==> src/rtl/tmr_pkg.sv <==
package tmr_pkg;

    // number of system-clock prescaler taps (divide by 2, 8, 32, 128)
    localparam int NDIV  = 4;
    localparam int PRE_W = 2 * (NDIV - 1) + 1;

    // interrupt sources
    localparam int NSRC   = 2;
    localparam int SRC_RC = 0;
    localparam int SRC_RA = 1;

    // command bits
    localparam int CMD_EN_BIT  = 0;
    localparam int CMD_DIS_BIT = 1;
    localparam int CMD_TRG_BIT = 2;

    // status layout
    localparam int ST_CLKEN_BIT = 16;

    typedef enum logic [3:0] {
        A_MODE = 4'd0,
        A_RA   = 4'd1,
        A_RC   = 4'd2,
        A_CMD  = 4'd3,
        A_IEN  = 4'd4,
        A_IDIS = 4'd5,
        A_MASK = 4'd6,
        A_STAT = 4'd7,
        A_CNT  = 4'd8
    } addr_e;

    typedef enum logic [2:0] {
        CS_DIV2   = 3'd0,
        CS_DIV8   = 3'd1,
        CS_DIV32  = 3'd2,
        CS_DIV128 = 3'd3,
        CS_SLOW   = 3'd4,
        CS_EXT    = 3'd5,
        CS_OFF6   = 3'd6,
        CS_OFF7   = 3'd7
    } clksel_e;

    typedef struct packed {
        logic    clr_on_rc;
        logic    set_on_ra;
        logic    stop_on_rc;
        logic    autoreset;
        clksel_e clksel;
    } mode_t;

    localparam int MODE_W = $bits(mode_t);

    function automatic logic sel_is_div(input clksel_e s);
        return (s == CS_DIV2) || (s == CS_DIV8) || (s == CS_DIV32) || (s == CS_DIV128);
    endfunction

endpackage

==> src/rtl/tmr_presc.sv <==
module tmr_presc
    import tmr_pkg::*;
(
    input  logic    clk,
    input  logic    rst,
    input  clksel_e sel,
    input  logic    slow_tick,
    input  logic    ext_tick,
    output logic    tick
);

    logic [PRE_W-1:0] pre;
    logic [NDIV-1:0]  div_tick;

    always_ff @(posedge clk) begin
        if (rst) pre <= '0;
        else     pre <= pre + PRE_W'(1);
    end

    // tap i fires once every 2^(2i+1) cycles
    for (genvar i = 0; i < NDIV; i++) begin : g_div
        assign div_tick[i] = &pre[2*i:0];
    end

    always_comb begin
        tick = 1'b0;
        if (sel_is_div(sel))      tick = div_tick[sel[1:0]];
        else if (sel == CS_SLOW)  tick = slow_tick;
        else if (sel == CS_EXT)   tick = ext_tick;
    end

    // unused codes never produce a tick
    p_no_tick_r2: assert property (@(posedge clk) disable iff (rst)
        ((sel == CS_OFF6) || (sel == CS_OFF7)) |-> !tick);

    // divide-by-2 never ticks on two cycles in a row
    p_div2_gap_r2: assert property (@(posedge clk) disable iff (rst)
        (sel == CS_DIV2 && $past(sel) == CS_DIV2 && $past(tick)) |-> !tick);

endmodule

==> src/rtl/tmr_count.sv <==
module tmr_count
    import tmr_pkg::*;
#(
    parameter int CNT_W = 16
) (
    input  logic             clk,
    input  logic             rst,
    input  logic             tick,
    input  mode_t            mode,
    input  logic [CNT_W-1:0] ra,
    input  logic [CNT_W-1:0] rc,
    input  logic             cmd_en,
    input  logic             cmd_dis,
    input  logic             cmd_trg,
    output logic [CNT_W-1:0] cnt,
    output logic             clken,
    output logic             rc_evt,
    output logic             ra_evt,
    output logic             wave
);

    logic step;

    assign step   = tick && clken;
    assign rc_evt = step && (cnt == rc);
    assign ra_evt = step && (cnt == ra);

    always_ff @(posedge clk) begin
        if (rst) begin
            cnt <= '0;
        end else if (cmd_trg) begin
            cnt <= '0;
        end else if (rc_evt && mode.stop_on_rc) begin
            cnt <= cnt;
        end else if (rc_evt && mode.autoreset) begin
            cnt <= '0;
        end else if (step) begin
            cnt <= cnt + CNT_W'(1);
        end
    end

    always_ff @(posedge clk) begin
        if (rst)                             clken <= 1'b0;
        else if (cmd_dis)                    clken <= 1'b0;
        else if (cmd_en)                     clken <= 1'b1;
        else if (rc_evt && mode.stop_on_rc)  clken <= 1'b0;
    end

    always_ff @(posedge clk) begin
        if (rst)                              wave <= 1'b0;
        else if (rc_evt && mode.clr_on_rc)    wave <= 1'b0;
        else if (ra_evt && mode.set_on_ra)    wave <= 1'b1;
    end

    // software trigger zeroes the count
    p_trg_zero_r8: assert property (@(posedge clk) disable iff (rst)
        cmd_trg |=> (cnt == '0));

    // disable wins over enable
    p_dis_wins_r8: assert property (@(posedge clk) disable iff (rst)
        cmd_dis |=> !clken);

    // auto-reset returns to zero after an RC match
    p_autoreset_r4: assert property (@(posedge clk) disable iff (rst)
        (rc_evt && mode.autoreset && !mode.stop_on_rc && !cmd_trg) |=> (cnt == '0));

    // one-shot stops the clock and holds the count
    p_oneshot_r5: assert property (@(posedge clk) disable iff (rst)
        (rc_evt && mode.stop_on_rc && !cmd_trg && !cmd_en) |=> (!clken && cnt == $past(cnt)));

    // a disabled counter does not move without a trigger
    p_frozen_r3: assert property (@(posedge clk) disable iff (rst)
        (!clken && !cmd_trg) |=> $stable(cnt));

    // RC clear dominates the waveform
    p_wave_clr_r10: assert property (@(posedge clk) disable iff (rst)
        (rc_evt && mode.clr_on_rc) |=> !wave);

endmodule

==> src/rtl/tmr_regs.sv <==
module tmr_regs
    import tmr_pkg::*;
#(
    parameter int CNT_W  = 16,
    parameter int DATA_W = 32
) (
    input  logic              clk,
    input  logic              rst,
    input  logic              wr_en,
    input  logic              rd_en,
    input  logic [3:0]        addr,
    input  logic [DATA_W-1:0] wdata,
    input  logic [CNT_W-1:0]  cnt,
    input  logic              clken,
    input  logic              rc_evt,
    input  logic              ra_evt,
    output mode_t             mode,
    output logic [CNT_W-1:0]  ra,
    output logic [CNT_W-1:0]  rc,
    output logic              cmd_en,
    output logic              cmd_dis,
    output logic              cmd_trg,
    output logic [DATA_W-1:0] rdata,
    output logic              irq
);

    logic [NSRC-1:0] flags;
    logic [NSRC-1:0] mask;
    logic [NSRC-1:0] events;
    logic            wr_cmd;
    logic            wr_ien;
    logic            wr_idis;
    logic            rd_stat;

    assign wr_cmd  = wr_en && (addr == A_CMD);
    assign wr_ien  = wr_en && (addr == A_IEN);
    assign wr_idis = wr_en && (addr == A_IDIS);
    assign rd_stat = rd_en && (addr == A_STAT);

    assign cmd_en  = wr_cmd && wdata[CMD_EN_BIT];
    assign cmd_dis = wr_cmd && wdata[CMD_DIS_BIT];
    assign cmd_trg = wr_cmd && wdata[CMD_TRG_BIT];

    always_comb begin
        events         = '0;
        events[SRC_RC] = rc_evt;
        events[SRC_RA] = ra_evt;
    end

    always_ff @(posedge clk) begin
        if (rst) begin
            mode <= '0;
            ra   <= '0;
            rc   <= '0;
        end else if (wr_en) begin
            case (addr)
                A_MODE:  mode <= mode_t'(wdata[MODE_W-1:0]);
                A_RA:    ra   <= wdata[CNT_W-1:0];
                A_RC:    rc   <= wdata[CNT_W-1:0];
                default: ;
            endcase
        end
    end

    always_ff @(posedge clk) begin
        if (rst)          mask <= '0;
        else if (wr_ien)  mask <= mask | wdata[NSRC-1:0];
        else if (wr_idis) mask <= mask & ~wdata[NSRC-1:0];
    end

    always_ff @(posedge clk) begin
        if (rst) flags <= '0;
        else     flags <= (flags & ~{NSRC{rd_stat}}) | events;
    end

    assign irq = |(flags & mask);

    always_comb begin
        rdata = '0;
        if (rd_en) begin
            case (addr)
                A_MODE: rdata = DATA_W'(mode);
                A_RA:   rdata = DATA_W'(ra);
                A_RC:   rdata = DATA_W'(rc);
                A_MASK: rdata = DATA_W'(mask);
                A_STAT: begin
                    rdata[NSRC-1:0]     = flags;
                    rdata[ST_CLKEN_BIT] = clken;
                end
                A_CNT:  rdata = DATA_W'(cnt);
                default: rdata = '0;
            endcase
        end
    end

    // an RC event always leaves its flag set
    p_flag_set_r6: assert property (@(posedge clk) disable iff (rst)
        rc_evt |=> flags[SRC_RC]);

    // a quiet status read leaves no flag
    p_read_clear_r11: assert property (@(posedge clk) disable iff (rst)
        (rd_stat && !rc_evt && !ra_evt) |=> (flags == '0));

    // disabling all sources empties the mask
    p_idis_all_r7: assert property (@(posedge clk) disable iff (rst)
        (wr_idis && wdata[7:0] == 8'hFF) |=> (mask == '0));

    // no interrupt without a pending flag
    p_irq_needs_flag_r6: assert property (@(posedge clk) disable iff (rst)
        irq |-> (flags != '0));

endmodule

==> src/rtl/tmr_channel.sv <==
module tmr_channel
    import tmr_pkg::*;
#(
    parameter int CNT_W  = 16,
    parameter int DATA_W = 32
) (
    input  logic              clk,
    input  logic              rst,
    input  logic              slow_tick,
    input  logic              ext_tick,
    input  logic              wr_en,
    input  logic              rd_en,
    input  logic [3:0]        addr,
    input  logic [DATA_W-1:0] wdata,
    output logic [DATA_W-1:0] rdata,
    output logic              wave_out,
    output logic              irq
);

    mode_t            mode;
    logic [CNT_W-1:0] ra;
    logic [CNT_W-1:0] rc;
    logic [CNT_W-1:0] cnt;
    logic             cmd_en;
    logic             cmd_dis;
    logic             cmd_trg;
    logic             clken;
    logic             rc_evt;
    logic             ra_evt;
    logic             tick;

    tmr_presc u_presc (
        .clk       (clk),
        .rst       (rst),
        .sel       (mode.clksel),
        .slow_tick (slow_tick),
        .ext_tick  (ext_tick),
        .tick      (tick)
    );

    tmr_count #(.CNT_W(CNT_W)) u_count (
        .clk     (clk),
        .rst     (rst),
        .tick    (tick),
        .mode    (mode),
        .ra      (ra),
        .rc      (rc),
        .cmd_en  (cmd_en),
        .cmd_dis (cmd_dis),
        .cmd_trg (cmd_trg),
        .cnt     (cnt),
        .clken   (clken),
        .rc_evt  (rc_evt),
        .ra_evt  (ra_evt),
        .wave    (wave_out)
    );

    tmr_regs #(.CNT_W(CNT_W), .DATA_W(DATA_W)) u_regs (
        .clk     (clk),
        .rst     (rst),
        .wr_en   (wr_en),
        .rd_en   (rd_en),
        .addr    (addr),
        .wdata   (wdata),
        .cnt     (cnt),
        .clken   (clken),
        .rc_evt  (rc_evt),
        .ra_evt  (ra_evt),
        .mode    (mode),
        .ra      (ra),
        .rc      (rc),
        .cmd_en  (cmd_en),
        .cmd_dis (cmd_dis),
        .cmd_trg (cmd_trg),
        .rdata   (rdata),
        .irq     (irq)
    );

endmodule

==> config.mk <==
export PLATFORM = sky130hd
export DESIGN_NAME = tmr_channel
export DESIGN_NICKNAME = d
export VERILOG_FILES = /design/src/rtl/tmr_pkg.sv /design/src/rtl/tmr_presc.sv /design/src/rtl/tmr_count.sv /design/src/rtl/tmr_regs.sv /design/src/rtl/tmr_channel.sv
export SDC_FILE = /design/constraint.sdc
export NUM_CORES = 1
export LEC_CHECK = 0
export BUFFER_PORTS_ARGS = -buffer_cell sky130_fd_sc_hd__buf_2
export CAP_MARGIN = 10
export CORE_MARGIN = 2
export CORE_UTILIZATION = 41
export CTS_CLUSTER_SIZE = 40
export DETAILED_ROUTE_END_ITERATION = 10
export PLACE_DENSITY = 0.73
export SYNTH_ARGS = -nofsm -noshare
export SYNTH_HDL_FRONTEND = slang
export SYNTH_HIERARCHICAL = 1
export SYNTH_SLANG_ARGS = --single-unit
==> constraint.sdc <==
create_clock -name clk -period 3.5 [get_ports clk]
set_clock_uncertainty 0.2 [all_clocks]
set_input_delay 0.525 -clock clk [delete_from_list [all_inputs] [get_ports clk]]
set_output_delay 0.525 -clock clk [all_outputs]
set_load 0.1 [all_outputs]
==> flow_metrics.py <==
metrics = {
    "logic_synthesis": {
        "synth_compound_area_share_pct": 22.1,
        "synthMuxAreaShare_pct": 2.58,
        "synth_ff_type": "dfxtp_1",
        "synthXorXnorAreaFrac_pct": 6.09,
        "synth_top_family_by_area": "simple AND/OR/NAND/NOR gates",
        "synth_area_mm2": 0.00432,
        "ys_seq_elements": 68,
        "synth_fa_ha_area_share_pct": 1.42,
        "syn_avg_cell_area_um2": 7.98,
        "ys_seq_area_share_pct": 31.5,
        "async_flop_share_pct": 0,
        "yosysUniqueCellTypes": 66,
        "yosysTopAreaCell": "dfxtp_1",
        "synth_edf_count": 0,
        "synth_area_leaders": "dfxtp_1 32%, a21oi_1 7.4%, nand3_1 6.6%, o21ai_1 5.9%, xor2_1 4.9%",
        "netlist_instances": 541,
        "synth_top_area_share_pct": 31.5,
        "ys_warn_count": 6,
        "synth-simple-area-share_pct": 26.2,
    },
    "setup_path": {
        "startpoint_type": "flop",
        "crit_arrival_ns": 3.26,
        "slowest_stage": "nor4_4",
        "cp_num_buf_inv": 1,
        "path_cells": "ha_1 -> and3_1 -> ha_1 -> inv_1 -> o22ai_1 -> a22o_1 -> nand2_4 -> o21bai_4 -> nor4_4 -> nand3_1 -> a32oi_1 -> a21oi_1",
        "max_stage_delay_ns": 0.53,
        "required_ns": 3.55,
        "critPathMaxFanout": 8,
        "end_kind": "flop",
        "critPathTopFamily": "simple AND/OR/NAND/NOR gates",
        "path_common_cell": "ha_1",
        "crit_type": "flop to flop",
    },
    "finish": {
        "diodes": 0,
        "layout_commonest_cell": "dfxtp_1",
        "drive_gt1_share_pct": 16.6,
        "final_cell_mix": "68 x dfxtp_1, 63 x a21oi_1, 57 x nand3_1, 51 x o21ai_1, 35 x nand2_1",
        "area_delta_synth_final_pct": 11.2,
        "nNetsFinal": 602,
        "final_cell_count_no_fill": 697,
    },
    "clock_tree": {
        "cts_buffer_depth": 2,
        "cts_setup_buffers": 0,
        "cts_resized": 0,
        "cts_buffers": 9,
        "cts_tree": "built",
        "clkSinkCount": 68,
        "clk_pin_slew_ns": 0.08,
        "clock_latency_ns": 0.36,
        "htreeDepth": 3,
        "ctsHoldBuffers": 0,
        "cts-root-buf": "clkbuf_8",
    },
    "sta": {
        "final-setup-viol-count": 0,
        "tns_ns": 0,
        "tightest_slew_ns": 0.712,
        "fmax_mhz": 312,
        "maxSlewHeadroom_pct": 52.5,
        "slew_viol_final": 0,
        "hold_viol_final": 0,
        "fin_crit_sh_pct": 91.7,
        "setup_slack_ns": 0.290,
        "hold_ws_ns": 0.232,
        "grt_setup_unrepaired": "no",
        "finalCriticalPeriod_ns": 3.21,
    },
    "global_route": {
        "grt_overflow": 0,
        "grt_start_max_net_pins": 54,
        "grt.total_usage_pct": 20.2,
        "grt_pass1_wl_um": 18300,
        "grt_pass1_vias": 3719,
        "grt_antenna_before_repair": 0,
    },
    "power_and_ir_drop": {
        "ir_drop_v": 0.000158,
        "power-per-cell-area_mw_per_mm2": 349,
        "power_mw": 1.68,
        "leakage_nw": 1.82,
    },
    "route": {
        "drt-total-wl_um": 11500,
        "drt_iter0_markers": 410,
        "drcViolationCount": 0,
        "antenna_left": 0,
        "wl_per_cell_um": 16.5,
        "via_per_inst": 5.82,
        "num_vias": 4059,
        "dr.pass1.iters": 8,
    },
    "place": {
        "place_ws_ns": 0.291,
        "place_inst": 681,
        "dp_hpwl_um": 8310,
        "place_congestion": 0.943,
        "io_buffer_count": 44,
    },
    "run_status": {
        "outcome": "finished clean",
    },
    "die": {
        "fp.dieH_um": 107,
        "coreArea_mm2": 0.0103,
        "rows": 37,
        "io_pins": 76,
        "die_w_um": 107,
        "die_area_mm2": 0.0114,
        "start_util_pct": 42.0,
    },
    "min_path": {
        "hold_class": "input pin to flop",
    },
    "job": {
        "cap_viol_max_count": 0,
    },
}
-- worst register-to-register path, cell delays in order, from the launching register on --
cell,delay (ns)
dfxtp_1,0.38
ha_1,0.20
and3_1,0.16
ha_1,0.14
inv_1,0.04
o22ai_1,0.15
a22o_1,0.22
nand2_4,0.12
o21bai_4,0.21
nor4_4,0.53
nand3_1,0.35
a32oi_1,0.31
a21oi_1,0.09
-- registers in the layout, summed over array words and instances (netlist names), named ones only --
| name | cells |
|---|---|
| u_count/cnt | 16 |
| u_regs/ra | 16 |
| u_regs/rc | 16 |
| u_presc/pre | 7 |
| u_regs/mode | 7 |
| u_regs/flags | 2 |
| u_count/clken | 1 |
| u_count/wave | 1 |
-- stage by stage --
stage	instance area, um2	utilization [%]
floorplan	4380	-
global placement	4600	44.8
detailed placement	4600	44.8
CTS	4800	46.7
global route	4800	46.7
finish	4800	46.7
-- power by group --
group / total, mW / switching (mW) / internal (mW)
Sequential: 0.792 / 0.00952 / 0.783
Combinational: 0.213 / 0.167 / 0.0467
Clock: 0.672 / 0.321 / 0.351
-- area by class of cell --
| type | instances | area (um2) |
|---|---|---|
| fillers | 1021 | 5480 |
| multi-input cells | 413 | 2590 |
| flip-flops and latches | 68 | 1360 |
| repair buffers | 53 | 438 |
| well taps | 136 | 170 |
| clock buffers | 11 | 141 |
| clock inverters | 5 | 60.1 |
| inverters | 11 | 41.3 |
-- cells in the mapped netlist (all sizes together), types with 4 or more instances --
library cell,n
and3,5
nand3,58
a32oi,4
ha,4
o21ai,59
inv,11
clkbuf,20
and3b,19
or2,5
mux2,7
nand2,37
dfxtp,68
nor2,20
nor2b,5
xor2,24
nand4,6
nor3,10
nor4,7
a222oi,6
a21oi,69
xnor2,6
and2,5
buf,43
-- worst paths after layout --
path	depth (start not counted)	endpoint	slack, ns	from
setup / recovery	12	u_count/cnt[12]	0.29	u_presc/pre[0]
hold / removal	3	u_regs/ra[9]	0.23	wdata[9]
setup reg to reg	12	u_count/cnt[12]	0.29	u_presc/pre[0]
hold reg to reg	1	u_presc/pre[0]	0.28	u_presc/pre[0]
-- per-layer routing --
| layer | vias up | global-route usage [%] | wire (um) | part of all wire [%] |
|---|---|---|---|---|
| li1 | 1951 | - | - | - |
| met1 | 1919 | 26.1 | 5040 | 44 |
| met2 | 159 | 32.8 | 5510 | 48 |
| met3 | 30 | 3.10 | 586 | 5.1 |
| met4 | 0 | 10.2 | 369 | 3.2 |
| met5 | - | 0 | 0 | 0 |
-- logic make-up after synthesis --
kind of cell,count (synthesis)
AO/OA/AOI/OAI,159
XOR/XNOR,30
AND/OR/NAND/NOR,195
buffers and inverters,74
adder cells (fa/ha/maj),5
flip-flops,68
multiplexers,9
other,1
Note: power is estimated with default switching activity, not from simulation.
